$ cat src/rtl/satq_pkg.sv
package satq_pkg;
  typedef enum logic [1:0] {
    MODE_WORD     = 2'd0,
    MODE_HALF     = 2'd1,
    MODE_BYTE     = 2'd2,
    MODE_BYTE_ALT = 2'd3
  } laneMode_e;

  typedef struct packed {
    logic      load;
    logic      isSub;
    laneMode_e mode;
  } dpStrobe_t;

  localparam int MAX_LANES = 4;
endpackage

$ cat src/rtl/satq_lane.sv
module satq_lane #(
  parameter int W = 8
) (
  input  logic [W-1:0] a,
  input  logic [W-1:0] b,
  input  logic         isSub,
  output logic [W-1:0] sum,
  output logic         sat
);
  logic [W:0] wide;
  always_comb begin
    wide = isSub ? ({a[W-1], a} - {b[W-1], b}) : ({a[W-1], a} + {b[W-1], b});
    sat  = wide[W] ^ wide[W-1];
    if (sat)
      sum = wide[W] ? {1'b1, {(W-1){1'b0}}} : {1'b0, {(W-1){1'b1}}};
    else
      sum = wide[W-1:0];
  end
endmodule

$ cat src/rtl/satq_datapath.sv
module satq_datapath
  import satq_pkg::*;
#(
  parameter int DATA_W = 32
) (
  input  logic                 clk,
  input  logic                 rstN,
  input  dpStrobe_t            strobe,
  input  logic [DATA_W-1:0]    opA,
  input  logic [DATA_W-1:0]    opB,
  output logic                 wordSat,
  output logic [DATA_W-1:0]    result,
  output logic [MAX_LANES-1:0] laneSat
);
  localparam int HALF_W  = DATA_W / 2;
  localparam int BYTE_W  = DATA_W / MAX_LANES;
  localparam int N_HALF  = 2;

  logic [DATA_W-1:0]    wordSum, halfSum, byteSum;
  logic [N_HALF-1:0]    halfSat;
  logic [MAX_LANES-1:0] byteSat;
  logic [DATA_W-1:0]    nextResult;
  logic [MAX_LANES-1:0] nextSat;

  satq_lane #(.W(DATA_W)) uWord (
    .a(opA), .b(opB), .isSub(strobe.isSub), .sum(wordSum), .sat(wordSat)
  );

  for (genvar h = 0; h < N_HALF; h++) begin : gHalf
    satq_lane #(.W(HALF_W)) uLane (
      .a(opA[h*HALF_W +: HALF_W]), .b(opB[h*HALF_W +: HALF_W]),
      .isSub(strobe.isSub), .sum(halfSum[h*HALF_W +: HALF_W]), .sat(halfSat[h])
    );
  end

  for (genvar k = 0; k < MAX_LANES; k++) begin : gByte
    satq_lane #(.W(BYTE_W)) uLane (
      .a(opA[k*BYTE_W +: BYTE_W]), .b(opB[k*BYTE_W +: BYTE_W]),
      .isSub(strobe.isSub), .sum(byteSum[k*BYTE_W +: BYTE_W]), .sat(byteSat[k])
    );
  end

  always_comb begin
    unique case (strobe.mode)
      MODE_WORD: begin
        nextResult = wordSum;
        nextSat    = {{(MAX_LANES-1){1'b0}}, wordSat};
      end
      MODE_HALF: begin
        nextResult = halfSum;
        nextSat    = {{(MAX_LANES-N_HALF){1'b0}}, halfSat};
      end
      default: begin
        nextResult = byteSum;
        nextSat    = byteSat;
      end
    endcase
  end

  always_ff @(posedge clk or negedge rstN) begin
    if (!rstN) begin
      result  <= '0;
      laneSat <= '0;
    end else if (strobe.load) begin
      result  <= nextResult;
      laneSat <= nextSat;
    end
  end

  assert_hold_R6: assert property (@(posedge clk) disable iff (!rstN)
    !strobe.load |=> ($stable(result) && $stable(laneSat)));

  assert_word_lane_map_R11: assert property (@(posedge clk) disable iff (!rstN)
    (strobe.load && strobe.mode == MODE_WORD) |=> (laneSat[MAX_LANES-1:1] == '0));

  assert_half_lane_map_R11: assert property (@(posedge clk) disable iff (!rstN)
    (strobe.load && strobe.mode == MODE_HALF) |=> (laneSat[MAX_LANES-1:N_HALF] == '0));
endmodule

$ cat src/rtl/satq_ctrl.sv
module satq_ctrl
  import satq_pkg::*;
(
  input  logic      clk,
  input  logic      rstN,
  input  logic      inValid,
  input  logic [2:0] inOp,
  input  logic      qClear,
  input  logic      wordSat,
  output dpStrobe_t strobe,
  output logic      outValid,
  output logic      qFlag
);
  logic qSet;

  always_comb begin
    strobe.load  = inValid;
    strobe.isSub = inOp[2];
    strobe.mode  = laneMode_e'(inOp[1:0]);
    qSet = inValid && (strobe.mode == MODE_WORD) && wordSat;
  end

  always_ff @(posedge clk or negedge rstN) begin
    if (!rstN) begin
      outValid <= 1'b0;
      qFlag    <= 1'b0;
    end else begin
      outValid <= inValid;
      if (qClear)    qFlag <= 1'b0;
      else if (qSet) qFlag <= 1'b1;
    end
  end

  assert_valid_latency_R5: assert property (@(posedge clk) disable iff (!rstN)
    inValid |=> outValid);

  assert_valid_idle_R5: assert property (@(posedge clk) disable iff (!rstN)
    !inValid |=> !outValid);

  assert_q_sticky_R8: assert property (@(posedge clk) disable iff (!rstN)
    (qFlag && !qClear) |=> qFlag);

  assert_packed_keeps_q_R9: assert property (@(posedge clk) disable iff (!rstN)
    (inValid && inOp[1:0] != 2'd0 && !qClear) |=> (qFlag == $past(qFlag)));

  assert_clear_wins_R10: assert property (@(posedge clk) disable iff (!rstN)
    qClear |=> !qFlag);

  assert_word_sets_q_R7: assert property (@(posedge clk) disable iff (!rstN)
    (inValid && inOp[1:0] == 2'd0 && wordSat && !qClear) |=> qFlag);
endmodule

$ cat src/rtl/packed_sat_unit.sv
module packed_sat_unit
  import satq_pkg::*;
(
  input  logic        clk,
  input  logic        rstN,
  input  logic        inValid,
  input  logic [2:0]  inOp,
  input  logic [31:0] opA,
  input  logic [31:0] opB,
  input  logic        qClear,
  output logic        outValid,
  output logic [31:0] result,
  output logic [3:0]  laneSat,
  output logic        qFlag
);
  dpStrobe_t strobe;
  logic      wordSat;

  satq_ctrl uCtrl (
    .clk(clk), .rstN(rstN), .inValid(inValid), .inOp(inOp), .qClear(qClear),
    .wordSat(wordSat), .strobe(strobe), .outValid(outValid), .qFlag(qFlag)
  );

  satq_datapath #(.DATA_W(32)) uDp (
    .clk(clk), .rstN(rstN), .strobe(strobe), .opA(opA), .opB(opB),
    .wordSat(wordSat), .result(result), .laneSat(laneSat)
  );
endmodule

$ cat config.mk
export PLATFORM = sky130hd
export DESIGN_NAME = packed_sat_unit
export DESIGN_NICKNAME = d
export VERILOG_FILES = /design/src/rtl/satq_pkg.sv /design/src/rtl/satq_lane.sv /design/src/rtl/satq_datapath.sv /design/src/rtl/satq_ctrl.sv /design/src/rtl/packed_sat_unit.sv
export SDC_FILE = /design/constraint.sdc
export NUM_CORES = 1
export LEC_CHECK = 0
export ABC_AREA = 1
export BUFFER_PORTS_ARGS = -buffer_cell sky130_fd_sc_hd__buf_2
export CAP_MARGIN = 15
export CELL_PAD_IN_SITES_DETAIL_PLACEMENT = 1
export CELL_PAD_IN_SITES_GLOBAL_PLACEMENT = 1
export CORE_ASPECT_RATIO = 2
export CORE_MARGIN = 2
export CORE_UTILIZATION = 39
export CTS_CLUSTER_SIZE = 28
export DETAILED_ROUTE_END_ITERATION = 8
export PLACE_DENSITY_LB_ADDON = 0.12
export SYNTH_ARGS = -nofsm -noshare
export SYNTH_HDL_FRONTEND = slang
export SYNTH_HIERARCHICAL = 1
export SYNTH_SLANG_ARGS = --single-unit
$ cat constraint.sdc
create_clock -name clk -period 0.9 [get_ports clk]
set_clock_uncertainty 0.2 [all_clocks]
set_input_delay 0.09 -clock clk [delete_from_list [all_inputs] [get_ports clk]]
set_output_delay 0.09 -clock clk [all_outputs]
set_load 0.03 [all_outputs]
==> metrics, run 1 <==
status=aborted with a tool error; Halt Stage=global routing; error msg=[ERROR GRT-0116] Global routing finished with congestion. Check the congestion regions in the DRC Viewer.; global-route wire length before repair=143000 um; DPL Wire Length=52800 um; yosys warns=6; synth unique cells=45; port bufs=108; cts bufs inserted=5; Cell Area, Synth=11500 um2; TritonCTS Sinks=38; die height=247 um; die width=125 um; vias in the first global route=23.0k; Congestion Overflow GR=44; Std-Cell Rows=88; Post-Synthesis Cells=1982; H-tree depth=2; io pins=109; routability cong.=1.01; Clock Path Buffers=2; Yosys reg bits=38; Post-Syn Nets=2163; largest net degree at the start of global routing=39; register area share after synthesis=8.28%; GR Util All Layers=61.0%; initial core utilization=39.7%; clock root cell=clkbuf_16; syn_area_per_cell=5.79 um2
## per-layer routing
layer,track usage (%),overflow
met1,48.8,0
met2,94.3,16
met4,78.6,28
met5,4.58,0
met3,31.7,0
## metrics by stage
| step | cell area, um2 | std cells | hold slack (ns) | setup WS [ns] |
|---|---|---|---|---|
| CTS | 19000 | 2988 | -0.0318 | -2.45 |
| floorplan | 12000 | 1982 | -0.406 | -2.02 |
| detailed placement | 16700 | 2924 | -0.127 | -3.21 |
| global placement | 16700 | 2924 | -0.127 | -3.14 |
## cell usage after synthesis, drive strengths merged
| cell | count | area (um2) |
|---|---|---|
| a31oi | 12 | 75.1 |
| xnor2 | 58 | 508 |
| nand3 | 169 | 1020 |
| xor2 | 80 | 701 |
| inv | 287 | 1080 |
| a41oi | 2 | 17.5 |
| dfrtp | 38 | 951 |
| or2 | 40 | 250 |
| fa | 7 | 140 |
| nor3 | 17 | 95.1 |
| nor2 | 164 | 671 |
| nand4 | 9 | 56.3 |
| buf | 35 | 253 |
| a21o | 5 | 37.5 |
| o21ai | 42 | 218 |
| clkbuf | 8 | 30.0 |
| and3 | 2 | 12.5 |
| nand3b | 20 | 200 |
| ha | 103 | 1290 |
| o41ai | 2 | 17.5 |
| nand2 | 723 | 2920 |
| o31ai | 4 | 30.0 |
| nor4 | 3 | 18.8 |
| and2 | 7 | 46.3 |
| o21bai | 13 | 97.6 |
| a21oi | 132 | 751 |
## cells by family after synthesis
logic type / Yosys count / share of synthesized area (%)
and+or+nand+nor: 1154 / 46.0
AOI/OAI and AO/OA: 212 / 10.8
adders and majority gates: 110 / 12.4
xor gates and xnor gates: 138 / 10.5
buffers and inverters: 330 / 11.9
DFF: 38 / 8.28
## what timing repair did
action	CTS
hold buffers	2
setup buffers	48
cloned	7
gates resized for setup	404
setup endpoints to repair	75
pin swaps	130
endpoints found under the hold margin	40
==> inputs of run 2 (changes only) <==
--- a/config.mk
+++ b/config.mk
@@ -8,14 +8,10 @@
 export ABC_AREA = 1
 export BUFFER_PORTS_ARGS = -buffer_cell sky130_fd_sc_hd__buf_2
 export CAP_MARGIN = 15
-export CELL_PAD_IN_SITES_DETAIL_PLACEMENT = 1
-export CELL_PAD_IN_SITES_GLOBAL_PLACEMENT = 1
-export CORE_ASPECT_RATIO = 2
 export CORE_MARGIN = 2
-export CORE_UTILIZATION = 39
-export CTS_CLUSTER_SIZE = 28
+export CORE_UTILIZATION = 30
 export DETAILED_ROUTE_END_ITERATION = 8
-export PLACE_DENSITY_LB_ADDON = 0.12
+export PLACE_DENSITY_LB_ADDON = 0.15
 export SYNTH_ARGS = -nofsm -noshare
 export SYNTH_HDL_FRONTEND = slang
 export SYNTH_HIERARCHICAL = 1
==> constraint.sdc (replaced) <==
create_clock -name clk -period 1.15 [get_ports clk]
set_clock_uncertainty 0.2 [all_clocks]
set_input_delay 0.115 -clock clk [delete_from_list [all_inputs] [get_ports clk]]
set_output_delay 0.115 -clock clk [all_outputs]
set_load 0.03 [all_outputs]
==> run 2 against run 1 <==
The flow now finishes, with violations (setup timing); synthesized cell count stayed put; area after synthesis unchanged.
==> metrics, run 2 <==
Fin Setup TNS=-80.89 ns; ant diodes=0; clock root cell=clkbuf_16; die footprint=39900 um2; synth unique cells=45; clk_lat worst skew=0.27 ns; crit path kind=input pin to register; largest net degree at the start of global routing=39; commonest non-fill, non-tap cells in the layout=571 x nand2_1, 490 x buf_4, 241 x inv_1; Clock Path Buffers=2; global-route wire length before repair=73700 um; TritonCTS Sinks=38; Critical Path AT=3.44 ns; crit path from=opB[1]; FF/Latch Area=953 um2; Worst Reg-to-Reg Cells=3; R2R Setup Slk=0.02 ns; post-route DRC violation count=0; count leader, synth=nand2_1; registers with the most flip-flops=uDp/result (32), uDp/laneSat (4); final worst path period share=301%; die width=200 um; maximum VDD drop=0.000561 V; RR Startpoint=uDp/result[13]; Iteration-0 DRC Markers=787; CP required=1.12 ns; Post-Syn Nets=2163; Logic pwr share=82.8%; Top FF cell, synth=dfrtp_1; DPL Wire Length=39800 um; hold_ws=0.102 ns; WHS Endpoint=uDp/laneSat[2]; synth top area cells=nand2_1 21%, ha_1 11%, inv_1 8.5%, dfrtp_1 8.3%, nand3_1 6.4%; Clock Power Share=6.8%; die height=200 um; Flop pwr share=10.4%; Post-Synthesis Cells=1982; post-synth top area share=21.1%; fin worst setup slack=-2.31 ns; vias in the first global route=14.0k; critical path launch point type=input pin; GR Util All Layers=23.5%; Sw Share=49.6%; max-cap violations=0; first drt pass iteration count=5; Std-Cell Rows=71; count of final setup violators=50; DR WL/cell=15.3 um; Yosys reg bits=38; RSZ-0062 raised after global routing=true; register area share after synthesis=8.28%; Int Power=9.57 mW; Worst Setup End Kind=register; worst-margin pin slew=0.437 ns; fillcell total=3984; commonest non-fill, non-tap cell in the layout=nand2_1; LEAKAGE=10.0 nW; Post-synth top cells=644 x nand2_1, 260 x inv_1, 146 x nand3_1; initial core utilization=30.5%; Cell Area, Synth=11500 um2; status=finished, violations left; share of layout cells above drive strength 1=41.3%; critical path fanouts, max=7; Post-synth EDFFs=0; ys async rst share=100%; max reg flops=32; yosys warns=6; Cell Pwr Density=1020 nW/um2; final wirelength=47400 um; Place WS=-2.83 ns; hold path depth=4; clock transition at the registers of the reported paths=0.06 ns; cts bufs inserted=5; fmax=289 MHz; Congestion Overflow GR=0; worst r2r dst=uDp/result[13]; ANT nets after route=0; min Tclk post-route=3.46 ns; Core Box Area=37700 um2; multi-input logic area=10500 um2; Tightest Hold Check Type=input pin to register; Switch Pwr=9.44 mW; Final nets=2772; Slew headroom=70.6%; H-tree depth=2; largest register by flop count=uDp/result; final slew viol count=0; largest area contributor in the synthesized netlist=nand2_1; routability cong.=0.959; CTS tree=yes; syn_area_per_cell=5.79 um2; vias per cell=4.64; io pins=109; DR vias=14.4k; area growth from synthesis to layout=62.1%; antenna violations before repair=0; failing checks=setup timing; Hold Path Origin=inValid; port bufs=108; Final Hold Viols=0
## run 2: how the worst max path moves through the flow
stage	end	slack [ns]	depth (start not counted)
final	uDp/result[29]	-2.31	26
after global routing	uDp/result[20]	-2.47	27
after CTS	uDp/result[18]	-2.23	29
after detailed placement	uDp/result[20]	-2.83	30
after global placement	uDp/result[18]	-2.76	30
after floorplan	uDp/result[20]	-1.80	25
## run 2: kinds of logic (layout without fill, tap and decap cells)
family,Yosys count,after routing,share of synthesized area [%]
xor gates and xnor gates,138,138,10.5
and+or+nand+nor,1154,1160,46.0
adders and majority gates,110,110,12.4
DFF,38,38,8.28
buffers and inverters,330,933,11.9
AOI/OAI and AO/OA,212,212,10.8
## run 2: repair_timing
action,in CTS,in global routing
endpoints found under the setup margin,62,73
gates resized for setup,226,137
gates cloned,7,3
pin swaps,76,85
setup buffers,31,18
endpoints found under the hold margin,41,0
hold buffers,4,0
## run 2: cell type report
type,instances,share of cell area [%]
timing repair buffer,639,28.2
tap,511,3.43
clock buffer,7,0.712
sequential,38,5.12
multi-input combinational,1620,56.4
inverter,287,6.21
## run 2: worst max-delay path, cell delays in order
cell,delay [ns]
buf_8,0.11
inv_8,0.05
nand3_4,0.13
nor3_4,0.35
buf_4,0.19
nand3_1,0.09
o31ai_2,0.21
xnor2_1,0.18
inv_1,0.11
ha_4,0.24
buf_4,0.14
nand2_1,0.11
nor2_1,0.07
a21oi_1,0.17
nand2_2,0.10
nand2_2,0.14
nand2_4,0.08
nand2_2,0.08
nand2_4,0.08
nor2_4,0.28
buf_6,0.14
o21ai_2,0.04
nand2_1,0.06
nand3_1,0.07
nand2_1,0.06
inv_1,0.03
## run 2: power by group through the flow
stage               logic, mW  clock network (mW)  registers, mW
floorplan                7.27                   0           2.49
global placement         13.7                   0           1.88
detailed placement       13.8                   0           1.89
CTS                      15.0                1.31           1.95
global route             17.2                1.37           2.02
finish                   15.7                1.29           1.98
## run 2: metal layers
layer	part of all wire [%]	up-vias	wire length (um)	track usage [%]
li1	-	7483	-	-
met1	49	6608	23400	33.5
met2	45	274	21100	38.6
met3	5.0	31	2350	2.89
met4	1.2	0	548	3.37
met5	0	-	0	0
## run 2: per-stage QoR
stage          power (mW)  std cells  utilization [%]  area [um2]
2_1_floorplan        9.76       1982                -       12000
3_3_place_gp         15.6       3041             44.2       16700
3_5_place_dp         15.7       3041             44.2       16700
4_1_cts              18.2       3081             47.7       18000
5_1_grt              20.6       3102             49.4       18600
6_report             19.0       3102             49.4       18600
Note: power is estimated with default switching activity, not from simulation.
==> inputs of run 3 (changes only) <==
--- a/config.mk
+++ b/config.mk
@@ -9,7 +9,7 @@
 export BUFFER_PORTS_ARGS = -buffer_cell sky130_fd_sc_hd__buf_2
 export CAP_MARGIN = 15
 export CORE_MARGIN = 2
-export CORE_UTILIZATION = 30
+export CORE_UTILIZATION = 63
 export DETAILED_ROUTE_END_ITERATION = 8
 export PLACE_DENSITY_LB_ADDON = 0.15
 export SYNTH_ARGS = -nofsm -noshare
==> run 3 against run 2 <==
The run now fails in global routing; area after synthesis stayed put; synthesized cell count stayed put.
==> metrics, run 3 <==
status=aborted with a tool error; Halt Stage=global routing; error msg=[ERROR GRT-0116] Global routing finished with congestion. Check the congestion regions in the DRC Viewer.; vias in the first global route=21.7k; ys async rst share=100%; yosys warns=6; Congestion Overflow GR=14; DP Area=15900 um2; Cell Area, Synth=11500 um2; count leader, synth=nand2_1; Post-Synthesis Cells=1982; clock root cell=clkbuf_16; Post-synth top cells=644 x nand2_1, 260 x inv_1, 146 x nand3_1; register area share after synthesis=8.28%; cts bufs inserted=5; Std-Cell Rows=49; largest area contributor in the synthesized netlist=nand2_1; die height=139 um; synth top area cells=nand2_1 21%, ha_1 11%, inv_1 8.5%, dfrtp_1 8.3%, nand3_1 6.4%; initial core utilization=64.1%; largest net degree at the start of global routing=39; syn_area_per_cell=5.79 um2; TritonCTS Sinks=38; DPL Wire Length=37300 um; routability cong.=1.15; H-tree depth=2; Post-Syn Nets=2163; synth unique cells=45; Place WS=-2.68 ns; post-synth top area share=21.1%; Yosys reg bits=38; Top FF cell, synth=dfrtp_1; GR Util All Layers=75.2%; Post-synth EDFFs=0; global-route wire length before repair=116000 um; io pins=109; die width=139 um; Clock Path Buffers=2; port bufs=108
## run 3: cell counts after synthesis
Identical to the previous run, type by type.
## run 3: metal layers
layer	GRT overflow	global-route usage [%]
met1	0	71.2
met2	6	95.6
met3	0	58.0
met4	8	81.1
met5	0	22.8
## run 3: per-stage QoR
| stage | setup TNS [ns] | hold slack [ns] | instances | util (%) |
|---|---|---|---|---|
| after CTS | -73.17 | 0.00776 | 2765 | 97.0 |
| after detailed placement | -92.59 | -0.104 | 2718 | 88.9 |
| after global placement | -90.29 | -0.103 | 2718 | 88.9 |
| after floorplan | -63.61 | -0.381 | 1982 | - |
## run 3: timing repair
action,in CTS
setup buffers,32
gates cloned,7
pin swaps,79
hold buffers,2
hold endpoints to repair,39
endpoints found under the setup margin,71
gates resized for setup,249
## run 3: cell families after synthesis
logic type	after synthesis	synth area share [%]
fa+ha+maj	110	12.4
xor+xnor	138	10.5
buf+inv	330	11.9
compound gates	212	10.8
flops	38	8.28
simple gates	1154	46.0
